**src/rtl/clksel_pkg.sv**
```systemverilog
package clksel_pkg;

    typedef enum logic [3:0] {
        SRC_NONE = 4'b0000,
        SRC_MOD  = 4'b0001,
        SRC_OSC  = 4'b0010,
        SRC_PLL  = 4'b0100,
        SRC_TIED = 4'b1000
    } clk_src_e;

    typedef struct packed {
        logic [3:0] sel;
        logic       err;
    } sel_state_t;

    function automatic logic code_is_legal(input logic [3:0] code);
        return (code == SRC_NONE) || (code == SRC_MOD) ||
               (code == SRC_OSC)  || (code == SRC_PLL);
    endfunction

endpackage

```
**src/rtl/clksel_code_chk.sv**
```systemverilog
module clksel_code_chk
    import clksel_pkg::*;
(
    input  logic       wr_lo,
    input  logic       unlocked,
    input  logic [3:0] code,
    input  logic [3:0] cur,
    input  logic       gap_busy,
    output logic       accept,
    output logic       reject
);

    always_comb begin
        accept = 1'b0;
        reject = 1'b0;
        if (wr_lo && unlocked) begin
            if (!code_is_legal(code)) begin
                reject = 1'b1;
            end else if (code == SRC_NONE) begin
                accept = 1'b1;
            end else if (code == cur) begin
                accept = 1'b1;
            end else if (cur != SRC_NONE) begin
                reject = 1'b1;
            end else if (gap_busy) begin
                reject = 1'b1;
            end else begin
                accept = 1'b1;
            end
        end
    end

endmodule

```
**src/rtl/clksel_gap_timer.sv**
```systemverilog
module clksel_gap_timer #(
    parameter int CNT_W = 4
) (
    input  logic             clk,
    input  logic             rst_n,
    input  logic             load,
    input  logic [CNT_W-1:0] load_val,
    output logic             busy
);

    logic [CNT_W-1:0] cnt_d, cnt_q;

    always_comb begin
        cnt_d = cnt_q;
        if (load) begin
            cnt_d = load_val;
        end else if (cnt_q != '0) begin
            cnt_d = cnt_q - 1'b1;
        end
    end

    always_ff @(posedge clk or negedge rst_n) begin
        if (!rst_n) cnt_q <= '0;
        else        cnt_q <= cnt_d;
    end

    assign busy = (cnt_q != '0);

    a_r7_load_arms: assert property (@(posedge clk) disable iff (!rst_n)
        (load && load_val != '0) |=> busy);

endmodule

```
**src/rtl/clksel_init_pulse.sv**
```systemverilog
module clksel_init_pulse #(
    parameter int NUM_NODES = 4
) (
    input  logic                 clk,
    input  logic                 rst_n,
    input  logic                 trig,
    output logic [NUM_NODES-1:0] init_set
);

    logic [NUM_NODES-1:0] pulse_d, pulse_q;

    always_comb begin
        for (int i = 0; i < NUM_NODES; i++) begin
            pulse_d[i] = trig;
        end
    end

    always_ff @(posedge clk or negedge rst_n) begin
        if (!rst_n) pulse_q <= '0;
        else        pulse_q <= pulse_d;
    end

    assign init_set = pulse_q;

endmodule

```
**src/rtl/clksrc_guard_reg.sv**
```systemverilog
module clksrc_guard_reg
    import clksel_pkg::*;
#(
    parameter int NUM_NODES = 4,
    parameter int OSC_RATIO = 3,
    parameter int PLL_RATIO = 1
) (
    input  logic                 clk,
    input  logic                 rst_n,
    input  logic                 wr_en,
    input  logic [3:0]           byte_en,
    input  logic [31:0]          wdata,
    output logic [31:0]          rdata,
    input  logic [NUM_NODES-1:0] node_cfg_en,
    output logic [NUM_NODES-1:0] node_init_set,
    output logic [3:0]           clk_sel,
    output logic                 sel_err
);

    localparam int OSC_GAP = 4 * OSC_RATIO + 2;
    localparam int PLL_GAP = 4 * PLL_RATIO + 2;
    localparam int MAX_GAP = (OSC_GAP > PLL_GAP) ? OSC_GAP : PLL_GAP;
    localparam int CNT_W   = $clog2(MAX_GAP + 1);

    sel_state_t st_d, st_q;
    logic             wr_lo;
    logic             unlocked;
    logic             accept;
    logic             reject;
    logic             gap_busy;
    logic             gap_load;
    logic [CNT_W-1:0] gap_val;
    logic             unused_bits;

    assign wr_lo       = wr_en && byte_en[0];
    assign unlocked    = &node_cfg_en;
    assign unused_bits = ^{wdata[31:4], byte_en[3:1]};

    clksel_code_chk i_chk (
        .wr_lo    (wr_lo),
        .unlocked (unlocked),
        .code     (wdata[3:0]),
        .cur      (st_q.sel),
        .gap_busy (gap_busy),
        .accept   (accept),
        .reject   (reject)
    );

    always_comb begin
        gap_load = accept && (wdata[3:0] == SRC_NONE) && (st_q.sel != SRC_NONE);
        case (st_q.sel)
            SRC_OSC: gap_val = CNT_W'(OSC_GAP - 1);
            SRC_PLL: gap_val = CNT_W'(PLL_GAP - 1);
            default: gap_val = '0;
        endcase
    end

    clksel_gap_timer #(.CNT_W(CNT_W)) i_gap (
        .clk      (clk),
        .rst_n    (rst_n),
        .load     (gap_load),
        .load_val (gap_val),
        .busy     (gap_busy)
    );

    clksel_init_pulse #(.NUM_NODES(NUM_NODES)) i_init (
        .clk      (clk),
        .rst_n    (rst_n),
        .trig     (wr_lo),
        .init_set (node_init_set)
    );

    always_comb begin
        st_d = st_q;
        if (accept) st_d.sel = wdata[3:0];
        if (reject) st_d.err = 1'b1;
    end

    always_ff @(posedge clk or negedge rst_n) begin
        if (!rst_n) st_q <= '0;
        else        st_q <= st_d;
    end

    assign clk_sel = st_q.sel;
    assign sel_err = st_q.err;
    assign rdata   = {28'd0, st_q.sel};

    a_r4_onehot_sel: assert property (@(posedge clk) disable iff (!rst_n)
        $onehot0(clk_sel) && !clk_sel[3]);

    a_r6_no_direct_swap: assert property (@(posedge clk) disable iff (!rst_n)
        (clk_sel != SRC_NONE) |=> (clk_sel == $past(clk_sel) || clk_sel == SRC_NONE));

    a_r3_locked_write: assert property (@(posedge clk) disable iff (!rst_n)
        (wr_lo && !unlocked) |=> $stable(clk_sel));

    a_r2_init_pulse: assert property (@(posedge clk) disable iff (!rst_n)
        wr_lo |=> (&node_init_set));

    a_r2_no_pulse: assert property (@(posedge clk) disable iff (!rst_n)
        !wr_lo |=> (node_init_set == '0));

    a_r7_hold_off: assert property (@(posedge clk) disable iff (!rst_n)
        (clk_sel == SRC_NONE && gap_busy) |=> (clk_sel == SRC_NONE));

    a_r9_sticky_err: assert property (@(posedge clk) disable iff (!rst_n)
        sel_err |=> sel_err);

endmodule

```
**config.mk**
```make
export PLATFORM = sky130hd
export DESIGN_NAME = clksrc_guard_reg
export DESIGN_NICKNAME = d
export VERILOG_FILES = /design/src/rtl/clksel_pkg.sv /design/src/rtl/clksel_code_chk.sv /design/src/rtl/clksel_gap_timer.sv /design/src/rtl/clksel_init_pulse.sv /design/src/rtl/clksrc_guard_reg.sv
export SDC_FILE = /design/constraint.sdc
export NUM_CORES = 1
export LEC_CHECK = 0
export ABC_AREA = 1
export CAP_MARGIN = 30
export CORE_AREA = 2 2 66 68
export DETAILED_ROUTE_END_ITERATION = 10
export DIE_AREA = 0 0 68 70
export HOLD_SLACK_MARGIN = 0.12
export PLACE_DENSITY_LB_ADDON = 0.12
export SLEW_MARGIN = 20
export SYNTH_ARGS = -nofsm -noshare
export SYNTH_HDL_FRONTEND = slang
export SYNTH_SLANG_ARGS = --single-unit
```
**constraint.sdc**
```tcl
create_clock -name clk -period 2.7 [get_ports clk]
set_input_delay 0.405 -clock clk [delete_from_list [all_inputs] [get_ports clk]]
set_output_delay 0.405 -clock clk [all_outputs]
set_load 0.1 [all_outputs]
```
After elaboration in Yosys (flattened, before gate mapping). Cells that the tools add are included. W data, S select, Z words.

Register bits: 10. Word-level logic and storage cells: 38.

Add/subtract/negate cells: 1. Eq/ne operators: 6. Multiplexer cells: 15. Reductions and logical operators: 12.

Operators by type and width (number): $mux W1 (12); $eq A4 B2 Y1 const B (2); $eq A4 B3 Y1 const B (2); $mux W4 (2); $pmux W4 S2 (1); $reduce_bool A4 Y1 (2); $eq A4 B1 Y1 const B (1); $eq A4 B4 Y1 (1); $logic_and A1 B1 Y1 (4); $logic_not A4 Y1 (1); $reduce_and A4 Y1 (1); $sub A4 B1 Y4 const B (1); $logic_or A1 B1 Y1 (3); $reduce_bool A2 Y1 (1).

Logic depth before layout (Yosys ltp). Gate-level depths: netlist (run 1).

Depth after elaboration: 10. Gate-level depth with buffers: 9. Gate-level depth less buffers: 9.

Hierarchy. Synthesis (run 1) repeated with hierarchy kept, for this count alone.

Cell total of the unflattened synthesis: 150. Area total of the unflattened synthesis: 994.7 µm².

By module, submodules not included: clksrc_guard_reg (times used 1, cells each 69, area each 508.0 µm²); clksel_gap_timer (times used 1, cells each 38, area each 279.0 µm²); clksel_code_chk (times used 1, cells each 39, area each 160.2 µm²); clksel_init_pulse (times used 1, cells each 4, area each 47.5 µm²).

Least setup slack after synthesis (run 1). Ideal clock, no wire load.

Path kind: flip-flop to output port. Start point: register st_q, in the netlist clk_sel[2]. End point: output rdata[2]. Data arrival time: 1.405 ns. Required time: 2.295 ns. Setup slack: 0.890 ns. Stages on the path, launching flop included: 2. Path buffers: 1. Cell sequence: dfrtp_1 buf_4.

RTL lines: from (decl) (RTL line clksrc_guard_reg.sv:25) `sel_state_t st_d, st_q;`; from (signal assigned) (RTL line clksrc_guard_reg.sv:81) `else st_q <= st_d;`; to (decl) (RTL line clksrc_guard_reg.sv:13) `output logic [31:0] rdata,`.

No word-level cell between the ends.

Worst setup path in the final report (run 1).
Start point: input wdata[2]. End point: register i_gap.cnt_q[3].

Cells in the longest elaborated chain, start to end: 9. Elaborated cells between the ends (all ways): 16.

RTL lines: from (decl) (RTL line clksrc_guard_reg.sv:12) `input logic [31:0] wdata,`; $eq A4 B1 Y1 / $logic_not A4 Y1 (equally long branches) (RTL line clksel_pkg.sv:17, clksel_code_chk.sv:19, clksrc_guard_reg.sv:50); $logic_or A1 B1 Y1 (2 in series) (RTL line clksel_pkg.sv:17) `return (code == SRC_NONE) || (code == SRC_MOD) ||`; $logic_or A1 B1 Y1 (RTL line clksel_pkg.sv:18) `(code == SRC_OSC) || (code == SRC_PLL);`; $mux W1 (RTL line clksel_code_chk.sv:17) `if (!code_is_legal(code)) begin`; $mux W1 (RTL line clksel_code_chk.sv:16) `if (wr_lo && unlocked) begin`; $logic_and A1 B1 Y1 (*) (2 in series) (RTL line clksrc_guard_reg.sv:50) `gap_load = accept && (wdata[3:0] == SRC_NONE) && (st_q.sel != SRC_NONE);`; $mux W4 / $reduce_bool A2 Y1 (equally long branches); to (signal assigned) (RTL line clksel_gap_timer.sv:24) `else cnt_q <= cnt_d;`; to (decl) (RTL line clksel_gap_timer.sv:11) `logic [CNT_W-1:0] cnt_d, cnt_q;`.

Mark *: on every way between the ends. The rest lies on a longest branch, timed or not. A chain may end at the register's enable or synchronous reset.

==> results of run 1 <==
## logic make-up (layout without fill, tap and decap cells)
family / after synthesis / after routing / synth area share [%]
buffers and inverters: 56 / 49 / 35.4
AOI/OAI and AO/OA: 5 / 5 / 3.24
DFF: 10 / 10 / 25.9
other: 1 / 28 / 0.388
adders and majority gates: 2 / 2 / 2.59
xor gates and xnor gates: 2 / 2 / 1.81
and+or+nand+nor: 60 / 60 / 30.7
## state kept, by name, indices dropped and copies added, names as in the netlist
signal,count
clk_sel,4
i_init.init_set,1
i_gap.cnt_q,4
sel_err,1
## area by class of cell
cell class / instances / share of cell area, %
Multi-Input combinational cell: 97 / 42.0
Clock buffer: 4 / 4.86
Sequential cell: 10 / 22.1
Tap cell: 52 / 5.75
Inverter: 21 / 6.96
Timing Repair Buffer: 24 / 18.3
## final timing paths
check	start	endpoint	slack, ns	cells past startpoint
worst max-delay path	wdata[2]	i_gap.cnt_q[3]	1.15	7
worst min-delay path	sel_err	sel_err	0.48	1
worst max register to register	i_gap.cnt_q[0]	clk_sel[0]	1.22	9
worst min register to register	sel_err	sel_err	0.48	1
max in group asynchronous	rst_n	sel_err	1.88	1
min in group asynchronous	rst_n	i_gap.cnt_q[3]	0.49	1
## synth_stat cells
library cell,instances
a21oi_1,1
o21ai_0,2
nor2_2,1
or2_2,1
nand4_1,3
a21oi_2,1
ha_1,2
nand2_4,1
nand4_2,1
inv_2,1
nand3_1,6
nand2_1,31
dfrtp_1,10
nor2_1,8
conb_1,1
inv_1,20
nor2_4,2
nor3_1,2
nand3_2,2
a21o_1,1
buf_4,35
xor2_1,2
nand2_2,2
## report_power, final
group	switching (mW)	internal, mW	leakage (nW)	total (mW)
combinational	0.386	0.116	0.507	0.503
clock	0.0636	0.129	0.0288	0.192
sequential	0.0316	0.191	0.127	0.223
total	0.481	0.437	0.663	0.918
## routing by layer
layer,vias up,wire length (um)
li1,389,-
met4,0,23
met5,-,0
met3,4,89
met1,331,805
met2,25,928
==> impl_metrics.json, run 1 <==
{
  "grt_setup_unrepaired": "false",
  "insertion_delay_ns": 0.24,
  "crit_family": "simple AND/OR/NAND/NOR gates",
  "max_stage_delay_ns": 0.50,
  "final_cells": 208,
  "synth_largest_area_cell": "buf_4",
  "post-route-drc-count": 0,
  "clockBufferDepth": 2,
  "max_freq_mhz": 645,
  "final_max_slew_viol_count": 0,
  "leakagePower_nw": 0.663,
  "design_power_total_uw": 918,
  "core-area_sq_mm": 0.00414,
  "cts-root-buf": "clkbuf_8",
  "overflow": 0,
  "cts_resized": 0,
  "irDropWorstVdd_uv": 168,
  "via_per_inst": 3.60,
  "outcome": "completed",
  "synth_area_leaders": "buf_4, dfrtp_1, nand2_1, inv_1, nand3_1",
  "power_density_mw_per_mm2": 811,
  "grt.total_usage_pct": 8.51,
  "final_layout_size_suffix_gt1_share_pct": 18.6,
  "multi_input_area_sq_um": 475,
  "cts_tree": "built",
  "die_w_um": 68,
  "path_cells": "clkdlybuf4s50_1, nor2_2, inv_1, nor2_4, nand4_2, nor2_1, a21oi_1",
  "seqCellArea_sq_um": 250,
  "cts.reportedPaths.clkPinSlew_ns": 0.05,
  "die_h_um": 70,
  "die_area_sq_mm": 0.00476,
  "htree_levels": 1,
  "synth_cell_type_count": 23,
  "drt_iter0_drc": 28,
  "placed_cell_area_sq_mm": 0.00108,
  "grt_pass1_wl_mm": 3.13,
  "wire_per_inst_um": 8.88,
  "finalSetupViolCount": 0,
  "endpoint_kind": "flop",
  "crit_slowest_cell": "clkdlybuf4s50_1",
  "antenna_found_initial": 0,
  "hp-class": "reg -> reg",
  "fp-row-count": 24,
  "num_vias": 749,
  "synth_area_sq_um": 966,
  "whs_ns": 0.478,
  "critical_path_class": "in -> reg",
  "start_kind": "input pin",
  "hpwl_mm": 1.55,
  "crit_required_ns": 2.82,
  "grt_pass1_vias": 704,
  "drv_cap": 0,
  "fin_area_sq_mm": 0.00113,
  "arrival_ns": 1.67,
  "synth_cells": 136,
  "yosysWarnings": 0,
  "ys_seq_area_share_pct": 25.9,
  "fin_crit_ns": 1.55,
  "layout_commonest_cell": "nand2_1",
  "crit_buf_inv": 2,
  "fillers": 461,
  "gp_congestion": 0.721,
  "numCtsBuffers": 3,
  "antenna_cells": 0,
  "io_pins": 84,
  "wl_mm": 1.85,
  "fin_util_pct": 27.3,
  "syn2layout_area_growth_pct": 17.2,
  "ys_seq_elements": 10,
  "dp_slack_ns": 0.886,
  "syn_area_per_cell_sq_um": 7.10,
  "setup_tns_ns": 0,
  "postCtsSetupRepairBufs": 0,
  "synth_top_area_share_pct": 27.2,
  "final_cell_mix": "nand2_1, conb_1, inv_1",
  "dp_cells": 204,
  "initial_core_util_pct": 23.3,
  "use_met2_pct": 13.8,
  "fin_crit_sh_pct": 57.4,
  "finalWorstSetupSlack_ns": 1.15,
  "nets": 202,
  "first_pass_iters": 4,
  "ant_nets": 0,
  "top_usage_layer": "met2",
  "gr-usage-met3_pct": 1.45,
  "holdBufCountCts": 0,
  "clock_sinks": 10,
  "hold_viol": 0,
  "critPathMaxFanout": 6,
  "grt_max_degree": 11,
  "grt_use_met1_pct": 11.3,
  "io_buffers": 24,
  "clock_skew_ns": 0.00341
}
No activity file was read; power rests on OpenSTA's default activity.
==> run 2, diff against run 1 <==
==> constraint.sdc (replaced) <==
create_clock -name clk -period 1.6 [get_ports clk]
set_input_delay 0.24 -clock clk [delete_from_list [all_inputs] [get_ports clk]]
set_output_delay 0.24 -clock clk [all_outputs]
set_load 0.1 [all_outputs]
==> impl_metrics.json, run 2 (synthesis results as in run 1) <==
{
  "finalSetupViolCount": 0,
  "die_h_um": 70,
  "critical_path_class": "reg -> reg",
  "wire_per_inst_um": 8.75,
  "path_cells": "inv_1, ha_1, nand3_1, nor2_1, nor2_1, nand2_2, nand3_2, nand2_1, nand2_1",
  "ant_nets": 0,
  "power_density_mw_per_mm2": 1230,
  "grt_pass1_vias": 728,
  "post-route-drc-count": 0,
  "antenna_cells": 0,
  "critPathMaxFanout": 5,
  "postCtsSetupRepairBufs": 0,
  "nets": 206,
  "num_vias": 755,
  "antenna_found_initial": 0,
  "whs_ns": 0.338,
  "overflow": 0,
  "fin_crit_sh_pct": 86.1,
  "final_max_slew_viol_count": 0,
  "worst_slew_pin_slew_ns": 0.497,
  "grt_pass1_wl_mm": 3.16,
  "clockBufferDepth": 2,
  "leakagePower_nw": 0.721,
  "hp-class": "in -> async",
  "drv_cap": 0,
  "hold_viol": 0,
  "first_pass_iters": 4,
  "fin_util_pct": 32.4,
  "crit_slowest_cell": "dfrtp_1",
  "drt_iter0_drc": 28,
  "fin_crit_ns": 1.38,
  "r2r_slack_ns": 0.22,
  "io_pins": 84,
  "wl_mm": 1.85,
  "cts.reportedPaths.clkPinSlew_ns": 0.05,
  "cts-root-buf": "clkbuf_8",
  "syn2layout_area_growth_pct": 39.0,
  "arrival_ns": 1.51,
  "die_area_sq_mm": 0.00476,
  "htree_levels": 1,
  "fp-row-count": 24,
  "max_stage_delay_ns": 0.38,
  "grt_setup_unrepaired": "false",
  "worst-r2r-cell-count": 9,
  "start_kind": "flop",
  "holdBufCountCts": 0,
  "gp_congestion": 0.794,
  "io_buffers": 24,
  "hpwl_mm": 1.59,
  "endpoint_kind": "flop",
  "numCtsBuffers": 3,
  "dp_cells": 208,
  "insertion_delay_ns": 0.24,
  "layout_commonest_cell": "nand2_1",
  "grt_max_degree": 11,
  "r2r_start": "i_gap.cnt_q[0]",
  "initial_core_util_pct": 23.3,
  "grt.total_usage_pct": 8.94,
  "via_per_inst": 3.56,
  "clock_skew_ns": 0.00277,
  "cts_tree": "built",
  "clock_sinks": 10,
  "die_w_um": 68,
  "final_cells": 212,
  "slew_headroom_pct": 66.8,
  "reg2reg_to": "clk_sel[0]",
  "max_freq_mhz": 726,
  "final_cell_mix": "nand2_1, conb_1, inv_1",
  "final_layout_size_suffix_gt1_share_pct": 23.1,
  "crit_required_ns": 1.73,
  "cts_resized": 0,
  "irDropWorstVdd_uv": 301,
  "outcome": "completed",
  "core-area_sq_mm": 0.00414
}
run 2: layer usage:
layer  wire length (um)  up-vias  share of wire [%]  GRT usage (%)
met2                950       26                 51           14.1
li1                   -      398                  -              -
met1                752      325                 41           10.4
met3                 88        6                4.7           1.61
met5                  0        -                  0              0
met4                 64        0                3.5           6.67
run 2: area by class of cell:
class / instances / area (sq um)
Fill cell: 444 / 2800
Multi-Input combinational cell: 97 / 475
Timing Repair Buffer: 28 / 413
Sequential cell: 10 / 255
Inverter: 21 / 78.8
Tap cell: 52 / 65.1
Clock buffer: 4 / 55.1
run 2: worst max path at each step:
stage	startpoint	to	cells after the start
floorplan	i_init.init_set[0]	node_init_set[1]	1
global placement	wdata[2]	clk_sel[2]	10
detailed placement	wdata[2]	clk_sel[0]	10
CTS	i_gap.cnt_q[0]	clk_sel[0]	9
global route	i_gap.cnt_q[0]	clk_sel[1]	9
finish	i_gap.cnt_q[0]	clk_sel[0]	9
run 2: worst max-delay path: cells and delay by family, from the launching register on:
kind / cells / cell delay, ns
adder cells (fa/ha/maj): 1 / 0.17
flip-flops: 1 / 0.38
AND/OR/NAND/NOR: 7 / 0.61
buffers and inverters: 1 / 0.12
run 2: per-stage QoR:
stage	setup WS [ns]	instance area, sq um	total power, mW	TNS, ns
5_1_grt	0.0690	1340	1.75	0
4_1_cts	0.200	1340	1.66	0
2_1_floorplan	0.00283	1070	1.17	0
3_3_place_gp	-0.00955	1290	1.32	-0.0248
3_5_place_dp	-0.00839	1290	1.33	-0.00839
6_report	0.222	1340	1.65	0
run 2: power breakdown:
| group | internal, mW | switching [mW] | total (mW) |
|---|---|---|---|
| Clock | 0.217 | 0.103 | 0.320 |
| Combinational | 0.271 | 0.666 | 0.938 |
| Sequential | 0.324 | 0.0633 | 0.388 |
==> run 3, diff against run 2 <==
--- a/config.mk
+++ b/config.mk
@@ -7,9 +7,9 @@
 export LEC_CHECK = 0
 export ABC_AREA = 1
 export CAP_MARGIN = 30
-export CORE_AREA = 2 2 66 68
+export CORE_AREA = 2 2 84 54
 export DETAILED_ROUTE_END_ITERATION = 10
-export DIE_AREA = 0 0 68 70
+export DIE_AREA = 0 0 86 56
 export HOLD_SLACK_MARGIN = 0.12
 export PLACE_DENSITY_LB_ADDON = 0.12
 export SLEW_MARGIN = 20
==> impl_metrics.json, run 3 (synthesis results as in run 1) <==
{
  "outcome": "completed",
  "num_vias": 759,
  "first_pass_iters": 4,
  "final_cells": 209,
  "leakagePower_nw": 0.712,
  "cts.reportedPaths.clkPinSlew_ns": 0.05,
  "use_met2_pct": 11.8,
  "fin_crit_ns": 1.41,
  "hpwl_mm": 1.71,
  "grt_use_met1_pct": 13.0,
  "postCtsSetupRepairBufs": 0,
  "r2r_start": "clk_sel[0]",
  "endpoint_kind": "flop",
  "cts-root-buf": "clkbuf_8",
  "io_buffers": 24,
  "slew_headroom_pct": 66.3,
  "wire_per_inst_um": 9.50,
  "grt_max_degree": 11,
  "critical_path_class": "reg -> reg",
  "hp-class": "in -> async",
  "path_cells": "nor2_1, nand2_1, nor2_1, nor2_1, nand2_2, nand3_2, nand2_1, nand2_1",
  "clock_sinks": 10,
  "setup_tns_ns": 0,
  "final_max_slew_viol_count": 0,
  "finalSetupViolCount": 0,
  "grt_setup_unrepaired": "false",
  "wl_mm": 1.99,
  "irDropWorstVdd_uv": 358,
  "insertion_delay_ns": 0.24,
  "numCtsBuffers": 3,
  "crit_slowest_cell": "dfrtp_2",
  "fillers": 394,
  "syn2layout_area_growth_pct": 36.7,
  "clockBufferDepth": 2,
  "holdBufCountCts": 0,
  "die_area_sq_mm": 0.00482,
  "crit_required_ns": 1.72,
  "grt_pass1_vias": 734,
  "antenna_found_initial": 0,
  "final_cell_mix": "nand2_1, conb_1, inv_1",
  "max_freq_mhz": 711,
  "start_kind": "flop",
  "nets": 205,
  "fp-row-count": 18,
  "grt.total_usage_pct": 8.61,
  "hold_viol": 0,
  "gr-usage-met3_pct": 3.71,
  "clock_skew_ns": 0.00667,
  "crit_buf_inv": 0,
  "die_w_um": 86,
  "max_stage_delay_ns": 0.47,
  "die_h_um": 56,
  "core-area_sq_mm": 0.00399,
  "whs_ns": 0.343,
  "worst_slew_pin_slew_ns": 0.503,
  "layout_commonest_cell": "nand2_1",
  "power_density_mw_per_mm2": 1240,
  "io_pins": 84,
  "drv_cap": 0,
  "reg2reg_to": "clk_sel[2]",
  "dp_cells": 205,
  "fin_crit_sh_pct": 87.9,
  "top_usage_layer": "met1",
  "cts_tree": "built",
  "grt_pass1_wl_mm": 3.28,
  "post-route-drc-count": 0,
  "via_per_inst": 3.63,
  "critPathMaxFanout": 6,
  "cts_resized": 0,
  "arrival_ns": 1.53,
  "final_layout_size_suffix_gt1_share_pct": 22.6,
  "ant_nets": 0,
  "drt_iter0_drc": 21,
  "htree_levels": 1,
  "worst-r2r-cell-count": 8,
  "r2r_slack_ns": 0.19,
  "antenna_cells": 0,
  "initial_core_util_pct": 24.2,
  "gp_congestion": 0.752,
  "crit_family": "simple AND/OR/NAND/NOR gates",
  "overflow": 0
}
-- run 3: cell count changes in the layout (fill, tap and decap cells not counted), sizes merged --
cell / previous run / this run
buf: 17 / 16
-- run 3: cell type report --
type                       count  area (sq um)  share of cell area (%)
multi-input combinational     97           475                    36.0
timing repair buffer          27           393                    29.8
clock buffer                   4          55.1                    4.17
inverter                      21          78.8                    5.97
tap                           50          62.6                    4.74
sequential                    10           255                    19.3
-- run 3: worst max path at each step --
stage                     slack, ns  depth (start not counted)          startpoint          endpoint
after floorplan               0.003                          1  i_init.init_set[0]  node_init_set[1]
after global placement        -0.02                         10            wdata[0]        clk_sel[2]
after detailed placement      -0.03                          9            wdata[1]        clk_sel[2]
after CTS                      0.20                          9      i_gap.cnt_q[0]        clk_sel[2]
after global routing           0.02                          8          clk_sel[2]        clk_sel[1]
final                          0.19                          8          clk_sel[0]        clk_sel[2]
-- run 3: metrics by stage --
step | setup slack [ns] | utilization [%] | cell area [sq um] | total power, mW
6_report | 0.193 | 33.1 | 1320 | 1.64
3_3_place_gp | -0.0215 | 31.7 | 1260 | 1.32
5_1_grt | 0.0160 | 33.1 | 1320 | 1.75
2_1_floorplan | 0.00283 | - | 1070 | 1.17
3_5_place_dp | -0.0331 | 31.7 | 1260 | 1.33
4_1_cts | 0.195 | 33.1 | 1320 | 1.66
-- run 3: routing by layer --
| metal | vias up | part of all wire (%) |
|---|---|---|
| li1 | 399 | - |
| met4 | 0 | 0 |
| met2 | 35 | 39 |
| met1 | 325 | 54 |
| met3 | 0 | 7.6 |
| met5 | - | 0 |
-- run 3: where the power goes --
part           switching, mW  internal [mW]
combinational          0.666          0.262
clock                  0.100          0.216
sequential            0.0683          0.324
total                  0.834          0.802
